## config.mk

```make
export PLATFORM = sky130hd
export DESIGN_NAME = vec_index_remapper
export DESIGN_NICKNAME = d
export VERILOG_FILES = /design/src/rtl/remap_pkg.sv /design/src/rtl/remap_shape_walker.sv /design/src/rtl/remap_sequencer.sv /design/src/rtl/vec_index_remapper.sv
export SDC_FILE = /design/constraint.sdc
export NUM_CORES = 2
export LEC_CHECK = 0
export CAP_MARGIN = 10
export CORE_MARGIN = 8
export CORE_UTILIZATION = 70
export DETAILED_ROUTE_END_ITERATION = 8
export DONT_BUFFER_PORTS = 1
export PLACE_DENSITY = 0.89
export SYNTH_ARGS = -nofsm -noshare
export SYNTH_HDL_FRONTEND = slang
export SYNTH_SLANG_ARGS = --single-unit
```

## constraint.sdc

```tcl
create_clock -name clk -period 21.9 [get_ports clk]
set_clock_uncertainty 0.15 [all_clocks]
set_input_delay 5.475 -clock clk [delete_from_list [all_inputs] [get_ports clk]]
set_output_delay 5.475 -clock clk [all_outputs]
set_load 0.005 [all_outputs]
```

## src/rtl/remap_pkg.sv

```systemverilog
package remap_pkg;
  parameter int DIMW    = 4;
  parameter int PERMW   = 3;
  parameter int OFFW    = 8;
  parameter int NSHAPE  = 4;
  parameter int NSLOT   = 5;
  parameter int SELW    = 2;
  parameter int OFF_LSB = 16;

  localparam int LW   = 3 * DIMW;
  localparam int IW   = LW + 1;
  localparam int CFGW = OFF_LSB + OFFW;
  localparam int EN_LSB = NSLOT * SELW;

  typedef struct packed {
    logic [OFFW-1:0]  offset;
    logic [PERMW-1:0] perm;
    logic [DIMW-1:0]  zd;
    logic [DIMW-1:0]  yd;
    logic [DIMW-1:0]  xd;
  } shape_t;

  // returns {outer, middle, inner} axis numbers, 0=x 1=y 2=z
  function automatic logic [5:0] perm_order(input logic [PERMW-1:0] code);
    case (code)
      3'd1:    perm_order = {2'd1, 2'd2, 2'd0};
      3'd2:    perm_order = {2'd2, 2'd0, 2'd1};
      3'd3:    perm_order = {2'd0, 2'd2, 2'd1};
      3'd4:    perm_order = {2'd1, 2'd0, 2'd2};
      3'd5:    perm_order = {2'd0, 2'd1, 2'd2};
      default: perm_order = {2'd2, 2'd1, 2'd0};
    endcase
  endfunction
endpackage

```

## src/rtl/remap_shape_walker.sv

```systemverilog
module remap_shape_walker
  import remap_pkg::*;
(
  input  logic             clk,
  input  logic             rst,
  input  logic             clr,
  input  logic             adv,
  input  logic [DIMW-1:0]  xd,
  input  logic [DIMW-1:0]  yd,
  input  logic [DIMW-1:0]  zd,
  input  logic [PERMW-1:0] perm,
  output logic [LW-1:0]    lidx
);
  logic [2:0][DIMW-1:0] cnt_q, cnt_d, dim;
  logic [5:0] ord;
  logic       carry;
  logic [1:0] ax;
  logic [LW-1:0] ex, ey, ez, wx, wxy;

  assign dim = {zd, yd, xd};
  assign ord = perm_order(perm);

  // ripple the increment from the innermost axis outward
  always_comb begin
    cnt_d = cnt_q;
    carry = 1'b1;
    ax    = 2'd0;
    for (int k = 0; k < 3; k++) begin
      ax = ord[2*k +: 2];
      if (carry) begin
        if (cnt_q[ax] == dim[ax]) begin
          cnt_d[ax] = '0;
        end else begin
          cnt_d[ax] = cnt_q[ax] + 1'b1;
          carry     = 1'b0;
        end
      end
    end
  end

  always_ff @(posedge clk) begin
    if (rst || clr) cnt_q <= '0;
    else if (adv)   cnt_q <= cnt_d;
  end

  assign ex   = LW'(cnt_q[0]);
  assign ey   = LW'(cnt_q[1]);
  assign ez   = LW'(cnt_q[2]);
  assign wx   = LW'(xd) + LW'(1);
  assign wxy  = wx * (LW'(yd) + LW'(1));
  assign lidx = ex + ey * wx + ez * wxy;
endmodule

```

## src/rtl/remap_sequencer.sv

```systemverilog
module remap_sequencer #(
  parameter int VLW  = 8,
  parameter int LINW = VLW + 2
) (
  input  logic            clk,
  input  logic            rst,
  input  logic            start,
  input  logic            resume,
  input  logic [LINW-1:0] resume_pos,
  input  logic [VLW-1:0]  vl,
  input  logic [1:0]      subvl,
  input  logic            step,
  output logic            busy,
  output logic            fire,
  output logic            adv,
  output logic            clr,
  output logic            last,
  output logic [LINW-1:0] lin
);
  typedef enum logic [1:0] {S_IDLE, S_SEEK, S_RUN} state_t;
  state_t state;
  logic [LINW-1:0] len_q, tgt_q, len_in;
  logic seek_adv;

  assign len_in   = LINW'(vl) * (LINW'(subvl) + LINW'(1));
  assign seek_adv = (state == S_SEEK) && (lin != tgt_q);
  assign clr      = start || resume;
  assign fire     = (state == S_RUN) && step && !clr;
  assign adv      = fire || seek_adv;
  assign last     = fire && (lin == len_q - LINW'(1));
  assign busy     = (state != S_IDLE);

  always_ff @(posedge clk) begin
    if (rst) begin
      state <= S_IDLE;
      lin   <= '0;
      len_q <= '0;
      tgt_q <= '0;
    end else if (start) begin
      lin   <= '0;
      len_q <= len_in;
      state <= (len_in == '0) ? S_IDLE : S_RUN;
    end else if (resume) begin
      lin   <= '0;
      len_q <= len_in;
      tgt_q <= resume_pos;
      state <= (resume_pos < len_in) ? S_SEEK : S_IDLE;
    end else begin
      case (state)
        S_SEEK: begin
          if (lin == tgt_q) state <= S_RUN;
          else              lin   <= lin + LINW'(1);
        end
        S_RUN: begin
          if (step) begin
            lin <= lin + LINW'(1);
            if (lin == len_q - LINW'(1)) state <= S_IDLE;
          end
        end
        default: ;
      endcase
    end
  end
endmodule

```

## src/rtl/vec_index_remapper.sv

```systemverilog
module vec_index_remapper
  import remap_pkg::*;
#(
  parameter  int VLW       = 8,
  parameter  int REG_LIMIT = 128,
  parameter  int CFG_AW    = 3,
  localparam int LINW      = VLW + 2
) (
  input  logic                  clk,
  input  logic                  rst,
  input  logic                  cfg_we,
  input  logic [CFG_AW-1:0]     cfg_addr,
  input  logic [CFGW-1:0]       cfg_wdata,
  input  logic                  start,
  input  logic                  resume,
  input  logic [LINW-1:0]       resume_pos,
  input  logic [VLW-1:0]        vl,
  input  logic [1:0]            subvl,
  input  logic                  step,
  output logic                  busy,
  output logic                  idx_valid,
  output logic                  done,
  output logic [NSLOT*IW-1:0]   idx_out,
  output logic [NSLOT-1:0]      idx_illegal
);
  shape_t [NSHAPE-1:0]           shape_q;
  logic   [NSLOT-1:0][SELW-1:0]  sel_q;
  logic   [NSLOT-1:0]            en_q;
  logic   [NSHAPE-1:0][LW-1:0]   lidx_all;
  logic   [NSLOT-1:0][IW-1:0]    raw, idx_q;
  logic   [NSLOT-1:0]            ill_q;
  logic fire, adv, clr, last;
  logic [LINW-1:0] lin;
  shape_t wr_shape;

  assign wr_shape.xd     = cfg_wdata[DIMW-1:0];
  assign wr_shape.yd     = cfg_wdata[2*DIMW-1:DIMW];
  assign wr_shape.zd     = cfg_wdata[3*DIMW-1:2*DIMW];
  assign wr_shape.perm   = cfg_wdata[3*DIMW+PERMW-1:3*DIMW];
  assign wr_shape.offset = cfg_wdata[OFF_LSB+OFFW-1:OFF_LSB];

  // configuration is frozen while a loop is seeking or running
  always_ff @(posedge clk) begin
    if (rst) begin
      shape_q <= '0;
      sel_q   <= '0;
      en_q    <= '0;
    end else if (cfg_we && !busy) begin
      if (cfg_addr < CFG_AW'(NSHAPE)) begin
        shape_q[cfg_addr[SELW-1:0]] <= wr_shape;
      end else if (cfg_addr == CFG_AW'(NSHAPE)) begin
        sel_q <= cfg_wdata[EN_LSB-1:0];
        en_q  <= cfg_wdata[EN_LSB+NSLOT-1:EN_LSB];
      end
    end
  end

  remap_sequencer #(.VLW(VLW), .LINW(LINW)) u_seq (
    .clk(clk), .rst(rst), .start(start), .resume(resume),
    .resume_pos(resume_pos), .vl(vl), .subvl(subvl), .step(step),
    .busy(busy), .fire(fire), .adv(adv), .clr(clr), .last(last), .lin(lin)
  );

  for (genvar g = 0; g < NSHAPE; g++) begin : g_shape
    remap_shape_walker u_walk (
      .clk(clk), .rst(rst), .clr(clr), .adv(adv),
      .xd(shape_q[g].xd), .yd(shape_q[g].yd), .zd(shape_q[g].zd),
      .perm(shape_q[g].perm), .lidx(lidx_all[g])
    );
  end

  for (genvar s = 0; s < NSLOT; s++) begin : g_slot
    always_comb begin
      if (en_q[s])
        raw[s] = IW'(lidx_all[sel_q[s]]) + IW'(shape_q[sel_q[s]].offset);
      else
        raw[s] = IW'(lin);
    end

    always_ff @(posedge clk) begin
      if (rst) begin
        idx_q[s] <= '0;
        ill_q[s] <= 1'b0;
      end else if (fire) begin
        idx_q[s] <= raw[s];
        ill_q[s] <= (raw[s] >= IW'(REG_LIMIT));
      end
    end

    assign idx_out[s*IW +: IW] = idx_q[s];
  end

  always_ff @(posedge clk) begin
    if (rst) begin
      idx_valid <= 1'b0;
      done      <= 1'b0;
    end else begin
      idx_valid <= fire;
      done      <= last;
    end
  end

  assign idx_illegal = ill_q;
endmodule

```

Yosys cells after proc, flatten, opt, wreduce, memory -nomap -nowiden
Index checks and enable logic that the tools add are counted.
{"block": "classes", "add_sub_neg": 36, "mul": 13, "n_div": 0, "n_lt_le_gt_ge": 38, "n_eq_ne": 43, "shifts": 0, "mux": 161, "n_bitwise": 26, "reduce_logical": 34}
{"cell": "$mux 12", "n": 25}
{"cell": "$bmux 23 s2", "n": 5}
{"cell": "$bmux 4 s2", "n": 24}
{"cell": "$and 12x12->12", "n": 12}
{"cell": "$bwmux 12", "n": 12}
{"cell": "$mux 4", "n": 36}
{"cell": "$not 12->12", "n": 12}
{"cell": "$mux 23", "n": 6}
{"cell": "$bmux 12 s2", "n": 5}
{"cell": "$pmux 6 s5", "n": 4}
{"cell": "$demux 4 s2", "n": 12}
{"cell": "$mul 4x12->12", "n": 8}
{"cell": "$bwmux 92", "n": 1}
{"cell": "$add 12x8->13", "n": 5}
{"cell": "$ge 13x8->1 const B", "n": 5}
{"cell": "$mux 13", "n": 5}
{"cell": "$lt 2x3->1 const B", "n": 18}
{"cell": "$add 12x12->12", "n": 4}
{"cell": "$add 4x1->4 const B", "n": 12}
{"cell": "$add 4x12->12", "n": 4}
{"cell": "$eq 4x4->1", "n": 12}
{"cell": "$mul 12x12->12", "n": 4}
{"cell": "$demux 23 s2", "n": 1}
{"cell": "$add 4x1->5 const B", "n": 8}
{"cell": "32 further kinds", "n": 111}
{"block": "word_totals", "reg_bits": 259, "latchBits": 0, "ramBits": 0, "romBits": 0, "input_bits": 53, "elab_cells": 405, "mem_count": 0}

Logic depth before layout (Yosys ltp)
{"block": "logic_depth", "ltp_word": 15, "depth_mapped": 37}

Hierarchy
Synthesis repeated with hierarchy kept, for this count alone.
{"block": "hier_totals", "cells_unflattened": 3837, "hier_area_um2": 32448.6}
{"mod": "vec_index_remapper", "instances": 1, "cells_per_inst": 1184, "area_per_inst_um2": 11121.9, "seq_area_each_um2": 3583.4}
{"mod": "remap_shape_walker (g_shape[1].u_walk)", "instances": 1, "cells_per_inst": 602, "area_per_inst_um2": 4884.7, "seq_area_each_um2": 240.2}
{"mod": "remap_shape_walker (g_shape[2].u_walk)", "instances": 1, "cells_per_inst": 567, "area_per_inst_um2": 4640.7, "seq_area_each_um2": 240.2}
{"mod": "remap_shape_walker (g_shape[3].u_walk)", "instances": 1, "cells_per_inst": 580, "area_per_inst_um2": 4619.4, "seq_area_each_um2": 240.2}
{"mod": "remap_shape_walker (g_shape[0].u_walk)", "instances": 1, "cells_per_inst": 574, "area_per_inst_um2": 4583.1, "seq_area_each_um2": 240.2}
{"mod": "remap_sequencer", "instances": 1, "cells_per_inst": 330, "area_per_inst_um2": 2598.7, "seq_area_each_um2": 640.6}

Least setup slack after synthesis
Ideal clock, no wire load.
{"block": "synth_path", "path_type": "in2reg", "start": "input subvl[0]", "end": "register u_seq.state[0]", "arrival_time_ns": 8.747, "t_required_ns": 21.685, "setup_slack_ns": 12.938, "cell_stages": 18, "cell_sequence": "ha_1 clkbuf_1 nand2_1 fa_1 inv_1 ha_1 fa_1 a21oi_1 nor2_1 nor2_1 o21bai_1 a21oi_1 xor2_1 ha_1 or2_2 a211oi_1 a221oi_1 nor2_1"}
{"block": "synth_via", "elab_chain_len": 6}
{"element": "start: declaration", "line_no": "vec_index_remapper.sv:18", "rtl": "input logic [1:0] subvl,"}
{"element": "$add 2x1->3", "line_no": "remap_sequencer.sv:25", "rtl": "assign len_in = LINW'(vl) * (LINW'(subvl) + LINW'(1));"}
{"element": "$mul 8x10->10", "line_no": "remap_sequencer.sv:25"}
{"element": "$lt 10x10->1", "line_no": "remap_sequencer.sv:47", "rtl": "state <= (resume_pos < len_in) ? S_SEEK : S_IDLE;"}
{"element": "$mux 1", "line_no": "remap_sequencer.sv:47"}
{"element": "$mux 2", "line_no": "remap_sequencer.sv:43", "rtl": "end else if (resume) begin"}
{"element": "$mux 2", "line_no": "remap_sequencer.sv:39", "rtl": "end else if (start) begin"}
{"element": "end signal: assignment", "line_no": "remap_sequencer.sv:42", "rtl": "state <= (len_in == '0) ? S_IDLE : S_RUN;"}
{"element": "end signal: assignment", "line_no": "remap_sequencer.sv:47"}
{"element": "end: declaration", "line_no": "remap_sequencer.sv:21", "rtl": "state_t state;"}
Every way passes these cells.
A chain may end at the register's enable or synchronous reset.

Worst setup path in the final report
{"block": "layout_path", "start": "register shape_q[0] in the netlist's numbering", "end": "register ill_q[0] (netlist: idx_illegal[0])"}
{"block": "layout_via", "elab_chain_len": 9, "elab_cells_between_ends": 11, "cone_classes": "4 x add/sub; 3 x mul; 1 x order compare; 3 x mux"}
{"element": "start: declaration", "line_no": "vec_index_remapper.sv:26", "rtl": "shape_t [NSHAPE-1:0] shape_q;"}
{"element": "start signal: indexed assignment", "line_no": "vec_index_remapper.sv:50", "rtl": "shape_q[cfg_addr[SELW-1:0]] <= wr_shape;"}
{"element": "$add 4x1->5 *", "line_no": "remap_shape_walker.sv:49", "rtl": "assign wx = LW'(xd) + LW'(1);"}
{"element": "$mul 12x12->12 / $mul 4x12->12 (equally long branches)", "line_no": "remap_shape_walker.sv:50, remap_shape_walker.sv:51"}
{"element": "$mul 4x12->12 / $add 4x12->12 (equally long branches)", "line_no": "remap_shape_walker.sv:51", "rtl": "assign lidx = ex + ey * wx + ez * wxy;"}
{"element": "$add 12x12->12 *", "line_no": "remap_shape_walker.sv:51"}
{"element": "$bmux 12 s2 *", "line_no": "vec_index_remapper.sv:75", "rtl": "raw[s] = IW'(lidx_all[sel_q[s]]) + IW'(shape_q[sel_q[s]].offset);"}
{"element": "$mux 12 (implied by the code) *", "line_no": "vec_index_remapper.sv:75"}
{"element": "$add 12x8->13 *", "line_no": "vec_index_remapper.sv:75"}
{"element": "$mux 13 *", "line_no": "vec_index_remapper.sv:74", "rtl": "if (en_q[s])"}
{"element": "$ge 13x8->1 *", "line_no": "vec_index_remapper.sv:86", "rtl": "ill_q[s] <= (raw[s] >= IW'(REG_LIMIT));"}
{"element": "end signal: indexed assignment", "line_no": "vec_index_remapper.sv:86"}
{"element": "end: declaration", "line_no": "vec_index_remapper.sv:31", "rtl": "logic [NSLOT-1:0] ill_q;"}
Mark *: on every way between the ends. The rest lies on a longest branch, timed or not. The select of a mux whose other input is x is not followed.

==> metrics.txt <==
ant diodes=0; # hold bufs at CTS=0; CP max stage delay=710 ps; Synth Area in Adders=23.1%; setup tns final=0 ps; Vias per Instance=6.56; final setup vio count=0; CP max stage cell=dfxtp_1; Die H=238 um; mux contribution to synthesized area=9.74%; CTS Buf Count=30; RSZ-0062 raised after global routing=no; syn_nets=4879; fmax=97.3 MHz; Final Power=1.21 mW; WP data arrival=10590 ps; non-filler cells, final=4790; pre-CTS setup slack=11890 ps; Yosys reg bits=259; LEAKAGE=14.6 nW; Hold Crit Class=reg -> reg; Total Routed Length=98300 um; Yosys warning count=0; crit-path max FO=16; async set or reset register ratio after synthesis=0%; VDD IR max=0.0000673 V; synth unique cells=90; largest net degree at the start of global routing=202; register clock-pin slew on the reported worst setup and hold paths=70 ps; share of cells above drive strength 1=5.82%; row cnt=81; number of flops mapped to enable cells by yosys=0; Slew headroom=23.9%; Synth Area in Simple Gates=20.0%; area fraction in compound gates after synthesis=18.0%; Worst-Margin Slew=1140 ps; area delta synth->final=3.16%; Chip Width=238 um; Slew Viols, Final=0; status=finished clean; die area=56500 um^2; xor/xnor share of the synthesized area=6.28%; initial antenna violation count=0; post-CTS resize count=0; DP Cell Count=4735; GP Congestion=1.03; Tcrit/Tclk final=46.9%; Worst Path Required=22210 ps; Syn Std Cell Area=34400 um^2; Final HPWL DP=73700 um; setup bufs post-CTS=0; # DRC=0; Post-layout nets=4673; global-route wire length before repair=158000 um; clk_lat worst skew=610 ps; largest family of logic cells by synthesized area=adder cells; max cap viols=0; P per Cell Area=34.1 nW/um^2; Antenna Nets Post-Route=0; vias in the first global route=30200; # IOs=126; Worst setup SP type=flop; Total GRT Usage=33.8%; Hold Fails Final Rpt=0; Overflow after GRT=0; starting density of the core=70.5%; sequential element share of the synthesized area=15.1%; 1st-iter DRT viols=3584; crit end category=flop; Post-Syn Area per Cell=7.98 um^2; CTS tree=built; WS Path Type=reg -> reg; clk buf depth=3; Clock Sinks=259; Worst path most repeated cell=fa_1; I/O Buffers=0; Top FF cell, synth=dfxtp_1; H-tree lvl count=1; drt first pass iters=6; fin crit period=10280 ps; core box area=48700 um^2; WL/cell=20.5 um; Root Driver=clkbuf_16; Synth Instances=4310; Final WS setup=11620 ps; DR vias=31400
[sequential cells by signal, summed over array words and instances, names as in the netlist, 2 cells and up]
register and count:
en_q 5, g_shape.u_walk.cnt_q 48, idx_illegal 5, idx_out 65, sel_q 10, shape_q 92
u_seq.len_q 10, u_seq.lin 10, u_seq.state 2, u_seq.tgt_q 10
[routing by layer]
metal | routed length [um] | vias to the layer above | GRT usage, %
li1 | - | 14500 | -
met1 | 37500 | 14800 | 42.3
met2 | 44000 | 1806 | 54.0
met3 | 12100 | 364 | 9.69
met4 | 4590 | 2 | 14.3
met5 | 77 | - | 0.952
[report_power, final]
part,total [mW],internal (mW),switching (mW)
Sequential,0.499,0.482,0.0172
Clock,0.540,0.319,0.221
Combinational,0.173,0.0664,0.106
Total,1.21,0.867,0.344
[critical path: cells and delay by family (launching register included)]
kind	cells	cell delay, ps
adder cells (fa/ha/maj)	11	4710
AO/OA/AOI/OAI	8	1850
XOR/XNOR	4	1410
flip-flops	1	710
AND/OR/NAND/NOR	4	600
multiplexers	1	520
buffers and inverters	3	170
[cells in the mapped netlist (all sizes together) (62+ instances only)]
| cell | instances | area (um^2) |
|---|---|---|
| and2 | 174 | 1090 |
| xor2 | 81 | 709 |
| a21oi | 302 | 1510 |
| ha | 316 | 3950 |
| nand3 | 69 | 345 |
| nor2 | 272 | 1020 |
| inv | 413 | 1550 |
| o211ai | 76 | 571 |
| fa | 200 | 4000 |
| dfxtp | 259 | 5180 |
| o21ai | 149 | 746 |
| nand2 | 564 | 2120 |
| mux2i | 121 | 1210 |
| nor2b | 70 | 445 |
| xnor2 | 155 | 1380 |
| clkbuf | 212 | 796 |
| mux4 | 87 | 1960 |
| a211oi | 75 | 563 |
| buf | 62 | 304 |
[per-stage QoR]
| step | hold WS (ps) | util [%] | instance area [um^2] |
|---|---|---|---|
| global placement | 295 | 70.6 | 34400 |
| detailed placement | 298 | 70.6 | 34400 |
| floorplan | 298 | - | 34400 |
| finish | 310 | 72.8 | 35500 |
| global route | 327 | 72.8 | 35500 |
| CTS | 305 | 72.7 | 35500 |
[layout by cell type, fill, tap and decap left out, types with 81 or more instances in the layout]
cell type,n
dfxtp_1,259
inv_1,410
o21ai_0,133
a21oi_1,302
and2_1,173
nor2_1,271
fa_1,200
mux4_2,87
mux2i_1,121
ha_1,316
nand2_1,564
xor2_1,81
xnor2_1,152
[cell families (layout without fill, tap and decap cells)]
| group | after synthesis | in the layout |
|---|---|---|
| simple gates | 1428 | 1428 |
| compound gates | 952 | 952 |
| buf+inv | 692 | 508 |
| fa+ha+maj | 516 | 516 |
| flops | 259 | 259 |
| xor+xnor | 239 | 239 |
| mux | 224 | 224 |
[path summary, 6_finish.rpt]
path,startpoint,endpoint,slack (ps),cells past startpoint
max,shape_q[0],idx_illegal[0],11620,31
min reg2reg,sel_q[6],sel_q[6],310,2
max reg2reg,shape_q[0],idx_illegal[0],11620,31
min,sel_q[6],sel_q[6],310,2
[cell type report]
class	instances	area (um^2)
Clock buffer	41	883
Clock inverter	13	174
Fill cell	3649	13300
Inverter	418	1570
Multi-Input combinational cell	3359	26500
Sequential cell	259	5180
Tap cell	664	831
Timing Repair Buffer	36	290
(Power assumes the default switching activity.)
